--- src/rtl/afv_pkg.sv ---
package afv_pkg;
  localparam int BYTE_W = 8;
  localparam int XST_W  = 8;

  localparam logic [XST_W-1:0] XST_BUSY = 8'h01;
  localparam logic [XST_W-1:0] XST_FMT  = 8'h04;
  localparam logic [XST_W-1:0] XST_OK   = 8'h80;
  localparam logic [XST_W-1:0] XST_SEM  = 8'h1A;  // bits only an execution may set

  localparam logic [BYTE_W-1:0] TYPE_LIMIT = 8'h04;

  localparam int LEN_ROOT = 64;
  localparam int LEN_KEY  = 40;
  localparam int LEN_INC  = 40;
  localparam int LEN_REQ  = 48;

  typedef enum logic [1:0] {
    FS_IDLE,
    FS_CAPT,
    FS_SKIP,
    FS_EXEC
  } fstate_e;

  function automatic int req_len(input logic [BYTE_W-1:0] t);
    case (t)
      8'h00:   return LEN_ROOT;
      8'h01:   return LEN_KEY;
      8'h02:   return LEN_INC;
      8'h03:   return LEN_REQ;
      default: return 0;
    endcase
  endfunction
endpackage

--- src/rtl/afv_shift.sv ---
module afv_shift #(
  parameter int BW = 8
) (
  input  logic          clk_i,
  input  logic          rst_ni,
  input  logic          cs_ni,
  input  logic          bit_en_i,
  input  logic          sdi_i,
  output logic          byte_vld_o,
  output logic [BW-1:0] byte_o,
  output logic          partial_o
);
  localparam int CW = $clog2(BW);
  localparam logic [CW-1:0] LAST = CW'(BW - 1);

  logic [CW-1:0] bit_cnt_q;
  logic [BW-2:0] sh_q;
  logic          take;

  assign take = bit_en_i & ~cs_ni;

  always_ff @(posedge clk_i or negedge rst_ni) begin
    if (!rst_ni) begin
      bit_cnt_q <= '0;
      sh_q      <= '0;
    end else if (cs_ni) begin
      bit_cnt_q <= '0;
    end else if (take) begin
      bit_cnt_q <= (bit_cnt_q == LAST) ? '0 : bit_cnt_q + 1'b1;
      sh_q      <= {sh_q[BW-3:0], sdi_i};
    end
  end

  // byte completes in the same cycle as its final bit
  assign byte_vld_o = take && (bit_cnt_q == LAST);
  assign byte_o     = {sh_q, sdi_i};
  assign partial_o  = (bit_cnt_q != '0);

  AST_BITS_CLEAR: assert property (@(posedge clk_i) disable iff (!rst_ni)
    cs_ni |=> (bit_cnt_q == '0));
endmodule

--- src/rtl/afv_track.sv ---
module afv_track
  import afv_pkg::*;
#(
  parameter int               CNT_W    = 7,
  parameter logic [BYTE_W-1:0] OP1_CODE = 8'h9B
) (
  input  logic              clk_i,
  input  logic              rst_ni,
  input  logic              cs_ni,
  input  logic              byte_vld_i,
  input  logic [BYTE_W-1:0] byte_i,
  input  logic              partial_i,
  input  logic              dpd_i,
  input  logic              susp_i,
  input  logic              exec_done_i,
  output logic              open_o,
  output logic              bad_o,
  output logic              fin_o,
  output logic              busy_o,
  output logic              frame_vld_o,
  output logic [BYTE_W-1:0] cmd_type_o,
  output logic [BYTE_W-1:0] cnt_addr_o,
  output logic              pay_vld_o,
  output logic [BYTE_W-1:0] pay_byte_o
);
  localparam logic [CNT_W-1:0] CNT_MAX  = '1;
  localparam logic [CNT_W-1:0] IDX_TYPE = CNT_W'(1);
  localparam logic [CNT_W-1:0] IDX_ADDR = CNT_W'(2);

  fstate_e           state_q;
  logic              cs_q;
  logic              cs_rise;
  logic [CNT_W-1:0]  byte_cnt_q;
  logic [BYTE_W-1:0] type_q;
  logic [BYTE_W-1:0] addr_q;
  logic              fv_q;
  logic              pv_q;
  logic [BYTE_W-1:0] pb_q;
  logic              first_byte;
  logic              accept;
  logic              len_ok;
  logic              frame_ok;

  assign cs_rise    = cs_ni & ~cs_q;
  assign first_byte = byte_vld_i && (byte_cnt_q == '0);
  assign accept     = (byte_i == OP1_CODE) && !dpd_i && !susp_i;
  assign len_ok     = (int'(byte_cnt_q) == req_len(type_q));
  assign frame_ok   = !partial_i && (type_q < TYPE_LIMIT) && len_ok;

  assign open_o = (state_q == FS_IDLE) && first_byte && accept;
  assign bad_o  = (state_q == FS_CAPT) && cs_rise && !frame_ok;
  assign fin_o  = (state_q == FS_EXEC) && exec_done_i;

  always_ff @(posedge clk_i or negedge rst_ni) begin
    if (!rst_ni) begin
      cs_q       <= 1'b1;
      byte_cnt_q <= '0;
    end else begin
      cs_q <= cs_ni;
      if (cs_ni)
        byte_cnt_q <= '0;
      else if (byte_vld_i && byte_cnt_q != CNT_MAX)
        byte_cnt_q <= byte_cnt_q + 1'b1;
    end
  end

  always_ff @(posedge clk_i or negedge rst_ni) begin
    if (!rst_ni) begin
      state_q <= FS_IDLE;
      type_q  <= '0;
      addr_q  <= '0;
      fv_q    <= 1'b0;
      pv_q    <= 1'b0;
      pb_q    <= '0;
    end else begin
      fv_q <= 1'b0;
      pv_q <= 1'b0;
      unique case (state_q)
        FS_IDLE: begin
          if (first_byte) begin
            if (accept) begin
              state_q <= FS_CAPT;
              type_q  <= '0;
              addr_q  <= '0;
            end else begin
              state_q <= FS_SKIP;
            end
          end
        end
        FS_CAPT: begin
          if (cs_rise) begin
            if (frame_ok) begin
              fv_q    <= 1'b1;
              state_q <= FS_EXEC;
            end else begin
              state_q <= FS_IDLE;
            end
          end else if (byte_vld_i) begin
            if (byte_cnt_q == IDX_TYPE) type_q <= byte_i;
            if (byte_cnt_q == IDX_ADDR) addr_q <= byte_i;
            if (byte_cnt_q >= IDX_ADDR) begin
              pv_q <= 1'b1;
              pb_q <= byte_i;
            end
          end
        end
        FS_SKIP: begin
          if (cs_rise) state_q <= FS_IDLE;
        end
        FS_EXEC: begin
          if (exec_done_i) state_q <= FS_IDLE;
        end
        default: state_q <= FS_IDLE;
      endcase
    end
  end

  assign busy_o      = (state_q == FS_CAPT) || (state_q == FS_EXEC);
  assign frame_vld_o = fv_q;
  assign cmd_type_o  = type_q;
  assign cnt_addr_o  = addr_q;
  assign pay_vld_o   = pv_q;
  assign pay_byte_o  = pb_q;

  AST_FV_SINGLE: assert property (@(posedge clk_i) disable iff (!rst_ni)
    frame_vld_o |=> !frame_vld_o);
  AST_EXEC_HOLD: assert property (@(posedge clk_i) disable iff (!rst_ni)
    (state_q == FS_EXEC && !exec_done_i) |=> busy_o);
  AST_PAY_CAPT: assert property (@(posedge clk_i) disable iff (!rst_ni)
    pay_vld_o |-> $past(state_q == FS_CAPT));
  AST_EXEC_IGNORE: assert property (@(posedge clk_i) disable iff (!rst_ni)
    (state_q == FS_EXEC && byte_vld_i) |-> !open_o);
endmodule

--- src/rtl/afv_xst.sv ---
module afv_xst
  import afv_pkg::*;
#(
  parameter int ERR_W = 4
) (
  input  logic             clk_i,
  input  logic             rst_ni,
  input  logic             open_i,
  input  logic             bad_i,
  input  logic             fin_i,
  input  logic [ERR_W-1:0] err_i,
  output logic [XST_W-1:0] xst_o
);
  logic [XST_W-1:0] xst_q;
  logic [XST_W-1:0] err_code;

  // error flag k lands on status bit k+1
  always_comb begin
    err_code = '0;
    for (int k = 0; k < ERR_W; k++) err_code[k+1] = err_i[k];
  end

  always_ff @(posedge clk_i or negedge rst_ni) begin
    if (!rst_ni)
      xst_q <= '0;
    else if (open_i)
      xst_q <= XST_BUSY;
    else if (bad_i)
      xst_q <= XST_FMT;
    else if (fin_i)
      xst_q <= (err_i == '0) ? XST_OK : err_code;
  end

  assign xst_o = xst_q;

  AST_SEM_GATED: assert property (@(posedge clk_i) disable iff (!rst_ni)
    (((xst_q & XST_SEM) != '0) && !$stable(xst_q)) |-> $past(fin_i));
  AST_XST_HOLD: assert property (@(posedge clk_i) disable iff (!rst_ni)
    (!$past(open_i) && !$past(bad_i) && !$past(fin_i)) |-> $stable(xst_q));
  AST_FMT_CODE: assert property (@(posedge clk_i) disable iff (!rst_ni)
    bad_i |=> (xst_q == XST_FMT));
endmodule

--- src/rtl/afv_frame_check.sv ---
module afv_frame_check
  import afv_pkg::*;
#(
  parameter logic [7:0] OP1_CODE = 8'h9B,
  parameter int         CNT_W    = 7,
  parameter int         ERR_W    = 4
) (
  input  logic             clk_i,
  input  logic             rst_ni,
  input  logic             cs_ni,
  input  logic             bit_en_i,
  input  logic             sdi_i,
  input  logic             dpd_i,
  input  logic             susp_i,
  input  logic             exec_done_i,
  input  logic [ERR_W-1:0] exec_err_i,
  output logic             busy_o,
  output logic [7:0]       xst_o,
  output logic             frame_vld_o,
  output logic [7:0]       cmd_type_o,
  output logic [7:0]       cnt_addr_o,
  output logic             pay_vld_o,
  output logic [7:0]       pay_byte_o
);
  logic              byte_vld;
  logic [BYTE_W-1:0] byte_d;
  logic              partial;
  logic              ev_open;
  logic              ev_bad;
  logic              ev_fin;

  afv_shift #(.BW(BYTE_W)) u_shift (
    .clk_i     (clk_i),
    .rst_ni    (rst_ni),
    .cs_ni     (cs_ni),
    .bit_en_i  (bit_en_i),
    .sdi_i     (sdi_i),
    .byte_vld_o(byte_vld),
    .byte_o    (byte_d),
    .partial_o (partial)
  );

  afv_track #(.CNT_W(CNT_W), .OP1_CODE(OP1_CODE)) u_track (
    .clk_i      (clk_i),
    .rst_ni     (rst_ni),
    .cs_ni      (cs_ni),
    .byte_vld_i (byte_vld),
    .byte_i     (byte_d),
    .partial_i  (partial),
    .dpd_i      (dpd_i),
    .susp_i     (susp_i),
    .exec_done_i(exec_done_i),
    .open_o     (ev_open),
    .bad_o      (ev_bad),
    .fin_o      (ev_fin),
    .busy_o     (busy_o),
    .frame_vld_o(frame_vld_o),
    .cmd_type_o (cmd_type_o),
    .cnt_addr_o (cnt_addr_o),
    .pay_vld_o  (pay_vld_o),
    .pay_byte_o (pay_byte_o)
  );

  afv_xst #(.ERR_W(ERR_W)) u_xst (
    .clk_i (clk_i),
    .rst_ni(rst_ni),
    .open_i(ev_open),
    .bad_i (ev_bad),
    .fin_i (ev_fin),
    .err_i (exec_err_i),
    .xst_o (xst_o)
  );

  AST_BUSY_BIT: assert property (@(posedge clk_i) disable iff (!rst_ni)
    busy_o == xst_o[0]);
  AST_OPEN_BUSY: assert property (@(posedge clk_i) disable iff (!rst_ni)
    ev_open |=> (busy_o && xst_o == XST_BUSY));
  AST_LOWPWR_IGNORE: assert property (@(posedge clk_i) disable iff (!rst_ni)
    (dpd_i || susp_i) |-> !ev_open);
endmodule

--- config.mk ---
export PLATFORM = sky130hd
export DESIGN_NAME = afv_frame_check
export DESIGN_NICKNAME = d
export VERILOG_FILES = /design/src/rtl/afv_pkg.sv /design/src/rtl/afv_shift.sv /design/src/rtl/afv_track.sv /design/src/rtl/afv_xst.sv /design/src/rtl/afv_frame_check.sv
export SDC_FILE = /design/constraint.sdc
export NUM_CORES = 1
export LEC_CHECK = 0
export ABC_AREA = 1
export BUFFER_PORTS_ARGS = -buffer_cell sky130_fd_sc_hd__buf_2
export CORE_MARGIN = 3
export CORE_UTILIZATION = 58
export CTS_BUF_LIST = sky130_fd_sc_hd__clkbuf_4
export CTS_CLUSTER_DIAMETER = 80
export CTS_CLUSTER_SIZE = 12
export DETAILED_ROUTE_END_ITERATION = 16
export GPL_TIMING_DRIVEN = 0
export PLACE_DENSITY_LB_ADDON = 0.12
export SETUP_SLACK_MARGIN = 0.2
export SYNTH_ARGS = -nofsm -noshare
export SYNTH_HDL_FRONTEND = slang
export SYNTH_SLANG_ARGS = --single-unit
--- constraint.sdc ---
create_clock -name clk_i -period 2.2 [get_ports clk_i]
set_input_delay 0.33 -clock clk_i [delete_from_list [all_inputs] [get_ports clk_i]]
set_output_delay 0.33 -clock clk_i [all_outputs]
set_load 0.01 [all_outputs]
==> results of run 1 <==
-- state kept, by name, indices dropped and copies added (netlist names) --
| signal | cells |
|---|---|
| u_track.frame_vld_o | 1 |
| u_shift.sh_q | 7 |
| u_track.cs_q | 1 |
| u_xst.xst_o | 6 |
| u_track.pay_vld_o | 1 |
| u_track.state_q | 2 |
| u_track.pay_byte_o | 8 |
| u_shift.bit_cnt_q | 3 |
| u_track.byte_cnt_q | 7 |
| u_track.cmd_type_o | 8 |
| u_track.cnt_addr_o | 8 |
-- cells in the mapped netlist (2+ instances only) --
master / instances / area share (%)
nand3_1: 38 / 7.2
nor2_4: 3 / 1.3
clkbuf_1: 2 / 0.29
nor3_1: 3 / 0.57
nand4_1: 3 / 0.71
nor2_2: 2 / 0.48
nor2_1: 38 / 5.4
nand2_2: 3 / 0.71
inv_1: 29 / 4.1
buf_4: 2 / 0.57
inv_2: 8 / 1.1
dfrtp_1: 51 / 49
a21oi_1: 10 / 1.9
o21ai_1: 10 / 1.9
o21ai_0: 14 / 2.7
nand2_1: 85 / 12
nand4_2: 2 / 0.95
buf_2: 3 / 0.57
ha_1: 7 / 3.3
-- logic make-up after synthesis --
group                      after synthesis  synth area share (%)
AOI/OAI and AO/OA                       37                  8.08
adders and majority gates                7                  3.33
buffers and inverters                   46                  7.32
DFF                                     52                  49.5
other                                    1                 0.143
and+or+nand+nor                        183                  31.6
-- metrics by stage --
step / hold slack [ps] / power [mW] / area, µm² / util [%]
floorplan: 34.4 / 1.53 / 2640 / -
global placement: 452 / 1.69 / 2920 / 69.9
detailed placement: 457 / 1.71 / 2920 / 69.9
CTS: 73.2 / 2.35 / 3020 / 72.3
global route: 61.1 / 2.49 / 3020 / 72.4
finish: 83.8 / 2.33 / 3020 / 72.4
-- worst reg2reg max path: stages, from the launching register on --
cell     delay [ps]
dfrtp_1         390
ha_1            150
ha_1            160
inv_1            90
nor2_4          160
nand2_1          70
o21ai_1         230
nand4_2         270
nand2_1         140
nand2_1          50
-- where the power goes --
| group | switching, mW | leakage [nW] | internal [mW] | total (mW) |
|---|---|---|---|---|
| Combinational | 0.401 | 0.896 | 0.184 | 0.585 |
| Sequential | 0.0728 | 0.706 | 1.04 | 1.11 |
| Clock | 0.290 | 0.0513 | 0.348 | 0.638 |
| Total | 0.765 | 1.65 | 1.57 | 2.33 |
-- final timing paths --
| path | slack [ps] | cells after the start | endpoint | start |
|---|---|---|---|---|
| min reg2reg | 480 | 2 | u_track.cnt_addr_o[0] | u_track.cnt_addr_o[0] |
| max in group asynchronous | 1360 | 1 | u_track.cnt_addr_o[0] | rst_ni |
| min | 80 | 1 | u_track.cs_q | cs_ni |
| min in group asynchronous | 140 | 1 | u_track.byte_cnt_q[5] | rst_ni |
| max | 380 | 9 | u_track.cmd_type_o[4] | u_shift.bit_cnt_q[0] |
| max reg2reg | 380 | 9 | u_track.cmd_type_o[4] | u_shift.bit_cnt_q[0] |
-- metal layers --
metal  wire length (µm)  share of wire [%]
met2               2620                 47
met1               2610                 47
met4                 68                1.2
met3                297                5.3
met5                  0                  0
-- layout by cell type, fill, tap and decap left out, types with 2 or more instances in the layout --
cell type and instances:
nand3_1 38, buf_4 2, inv_1 29, bufinv_16 2
nor2_4 3, nand4_2 2, nand2_2 3, clkbuf_1 2
buf_2 46, dfrtp_1 51, o21ai_0 14, nor2_1 38
conb_1 2, inv_2 8, nand2_1 85, nor3_1 3
a21oi_1 10, ha_1 6, nor2_2 2, nand4_1 3
o21ai_1 10, clkbuf_4 6
-- cell type report --
class	count	area, µm²
well taps	50	62.6
inverters	38	144
clock inverters	2	60.1
multi-input cells	229	1140
flip-flops and latches	52	1300
plain buffers	8	51.3
repair buffers	44	220
clock buffers	5	37.5
fillers	345	1150
==> impl_metrics.tcl, run 1 <==
set metrics [dict create \
    finalNetCount 397 \
    totalWireLength_um 5590 \
    slowest_stage "dfrtp_1" \
    hp-class "in -> reg" \
    fin_crit_ps 1820 \
    worstPathMaxFanout 8 \
    port_buffers 44 \
    fp.dieH_um 73.4 \
    synth-edff-count 0 \
    ant_nets 0 \
    crit_type "reg -> reg" \
    met1_usage_pct 30.8 \
    max_cap_violations 0 \
    drt-pass1-iter-count 4 \
    fp.coreArea_mm2 0.00417 \
    clock_sinks 52 \
    clkLatencyLatePin_ps 370 \
    drive_gt1_share_pct 22.0 \
    cp_top_family "simple AND/OR/NAND/NOR gates" \
    path_buf_inv 1 \
    routed_via_density 5.18 \
    slew_headroom_pct 25.9 \
    ys_types 32 \
    synthArstFlopShare_pct 100 \
    netlist_instances 326 \
    routedWlPerCell_um 13.1 \
    tns_ps 0 \
    drt_iter0_markers 164 \
    crit_path_cell_trace "ha_1, ha_1, inv_1, nor2_4, nand2_1, o21ai_1, nand4_2, nand2_1, nand2_1" \
    via_count 2219 \
    max_freq_mhz 548 \
    cts_buffers 5 \
    pre_cts_slack_ps 394 \
    cpPeakStageDelay_ps 390 \
    grt_max_degree 53 \
    design.die.area_mm2 0.00538 \
    grt_pass1_wl_um 9490 \
    grt_busiest_layer "met2" \
    worstMarginPinSlew_ps 1110 \
    avgSynthCellArea_um2 8.07 \
    p_leak_nw 1.65 \
    cts_hold_buf 0 \
    drc_errors 0 \
    root_buffer "clkbuf_4" \
    worstPathRequired_ps 2460 \
    grt_pass1_vias 2133 \
    io_pins 47 \
    grt_use_total_pct 22.7 \
    antenna_found_initial 0 \
    hold_viol_final 0 \
    end_kind "register" \
    power.density_mw_per_mm2 773 \
    cts_tree "yes" \
    synth_seq_area_share_pct 49.5 \
    outcome "complete, no violations" \
    finalSetupViolCount 0 \
    ir_worst_vdd_mv 0.649 \
    gp_congestion 0.829 \
    min_period_over_period_pct 82.9 \
    antenna_cells 0 \
    rsz0062_at_grt "no" \
    cpMostUsedCell "nand2_1" \
    clkTransAtPathRegs_ps 150 \
    post_cts.repair.setup_buffers 0 \
    place_hpwl_um 4210 \
    slew_viol_final 0 \
    ys_ff_latch 52 \
    ys.warnings.count 0 \
    worst_slack_ps 376 \
    start_kind "register" \
    cts.repair.resized 0 \
    start_util_pct 63.1 \
    rows 23 \
    numPlacedInstances 421 \
    finClkSkew_ps 20.7 \
    final_cells 428 \
    synth_ff_type "dfrtp_1" \
    cts_buffer_depth 2 \
    worstPathArrival_ps 2080 \
    h-tree-depth 2 \
    die_w_um 73.4 \
    synth_area_mm2 0.00263 \
    grt_overflow_total 0 \
    use_met3_pct 5.06 \
    grt_use_met2_pct 36.0 \
    areaGrowthSynthToFinish_pct 14.8 \
]
Note: power is estimated with default switching activity, not from simulation.
==> inputs of run 2 (changes only) <==
==> constraint.sdc (replaced) <==
create_clock -name clk_i -period 1.9 [get_ports clk_i]
set_input_delay 0.285 -clock clk_i [delete_from_list [all_inputs] [get_ports clk_i]]
set_output_delay 0.285 -clock clk_i [all_outputs]
set_load 0.01 [all_outputs]
==> impl_metrics.tcl, run 2 (synthesized netlist as in run 1, its figures left out) <==
set metrics [dict create \
    worst_slack_ps 138 \
    hp-class "in -> reg" \
    clkLatencyLatePin_ps 390 \
    cts_buffers 5 \
    drc_errors 0 \
    end_kind "register" \
    outcome "complete, no violations" \
    place_hpwl_um 4210 \
    crit_path_cell_trace "ha_2, ha_4, inv_4, nor2_4, nand2_2, nor2_4, inv_2, o21bai_4, buf_6, nand3_2, nand2_1" \
    cts_buffer_depth 2 \
    via_count 2389 \
    h-tree-depth 2 \
    path_buf_inv 3 \
    max_freq_mhz 568 \
    final_util_pct 79.3 \
    worstMarginPinSlew_ps 1120 \
    grt_use_total_pct 25.4 \
    areaGrowthSynthToFinish_pct 25.8 \
    finalNetCount 413 \
    start_util_pct 63.1 \
    antenna_found_initial 0 \
    worstHoldPathCells 1 \
    cpPeakStageDelay_ps 400 \
    min_period_over_period_pct 92.7 \
    grt_overflow_total 0 \
    worstSetupPathDepth 11 \
    fill_cells 279 \
    fin_crit_ps 1760 \
    ant_nets 0 \
    grt_pass1_wl_um 10500 \
    rsz0062_at_grt "yes" \
    pre_cts_slack_ps 94.0 \
    rows 23 \
    routed_via_density 5.38 \
    gp_congestion 0.829 \
    clkTransAtPathRegs_ps 140 \
    start_kind "register" \
    totalWireLength_um 6560 \
    grt_pass1_vias 2335 \
    power.density_mw_per_mm2 863 \
    cts_hold_buf 0 \
    die_w_um 73.4 \
    ir_worst_vdd_mv 0.718 \
    antenna_cells 0 \
    port_buffers 44 \
    finClkSkew_ps 23.3 \
    final_cell_mix "nand2_1 (83), dfrtp_1 (49), buf_2 (45)" \
    crit_type "reg -> reg" \
    max_cap_violations 0 \
    slowest_stage "dfrtp_1" \
    clock_sinks 52 \
    r2r_cells 11 \
    tns_ps 0 \
    grt_max_degree 53 \
    p_leak_nw 1.76 \
    cp_top_family "simple AND/OR/NAND/NOR gates" \
    worstPathArrival_ps 2080 \
    routedWlPerCell_um 14.8 \
    drt_iter0_markers 186 \
    io_pins 47 \
    fp.dieH_um 73.4 \
    drt-pass1-iter-count 5 \
    worstPathMaxFanout 6 \
    fp.coreArea_mm2 0.00417 \
    design_area_mm2 0.00331 \
    cts_tree "yes" \
    hold_viol_final 0 \
    place_area_mm2 0.00292 \
    design.die.area_mm2 0.00538 \
    cpMostUsedCell "nor2_4" \
    drive_gt1_share_pct 32.0 \
    final_common_cell "nand2_1" \
    slew_headroom_pct 25.6 \
    slew_viol_final 0 \
    worstPathRequired_ps 2220 \
    root_buffer "clkbuf_4" \
    finalSetupViolCount 0 \
]
## run 2: cell types whose count changed in the layout (fill, tap and decap cells not counted), sizes merged
cell    previous run  this run
buf               49        66
clkbuf             8         7
## run 2: final timing paths
check / start / endpoint / slack (ps)
max in group asynchronous: rst_ni / u_track.byte_cnt_q[3] / 1080
worst min register to register: u_track.cnt_addr_o[7] / u_track.cnt_addr_o[7] / 490
min in group asynchronous: rst_ni / u_track.byte_cnt_q[4] / 90
worst min-delay path: cs_ni / u_track.cs_q / 40
worst max register to register: u_shift.bit_cnt_q[0] / u_track.cmd_type_o[3] / 140
worst max-delay path: u_shift.bit_cnt_q[0] / u_track.cmd_type_o[3] / 140
## run 2: final cells by class
cell class	count	area, µm²	share of cell area (%)
tap	50	62.6	1.89
clock buffer	5	37.5	1.13
timing repair buffer	60	352	10.6
sequential	52	1310	39.4
inverter	38	146	4.42
buffer	8	53.8	1.63
clock inverter	2	60.1	1.81
multi-input combinational	229	1290	39.1
## run 2: what timing repair did
action                     4_1_cts  5_1_grt
pin swaps                       13        8
setup endpoints to repair       22       36
gates cloned                     1        0
buffers inserted                10        5
gates resized for setup         21       23
## run 2: per-stage QoR
stage	hold WS (ps)	std cells	total power [mW]
floorplan	-10.6	327	1.77
global placement	442	421	1.96
detailed placement	444	421	1.98
CTS	28.2	439	2.78
global route	11.3	444	3.03
finish	35.9	444	2.86
## run 2: power breakdown
part           internal (mW)  total (mW)  switching [mW]
clock network          0.403       0.749           0.346
registers               1.20        1.30          0.0971
logic                  0.261       0.808           0.546
## run 2: layer usage
metal	wire length, µm	up-vias	global-route usage, %
met3	435	20	6.43
met1	2670	1114	30.2
met2	3210	85	42.3
li1	-	1170	-
met5	0	-	0
met4	245	0	13.3
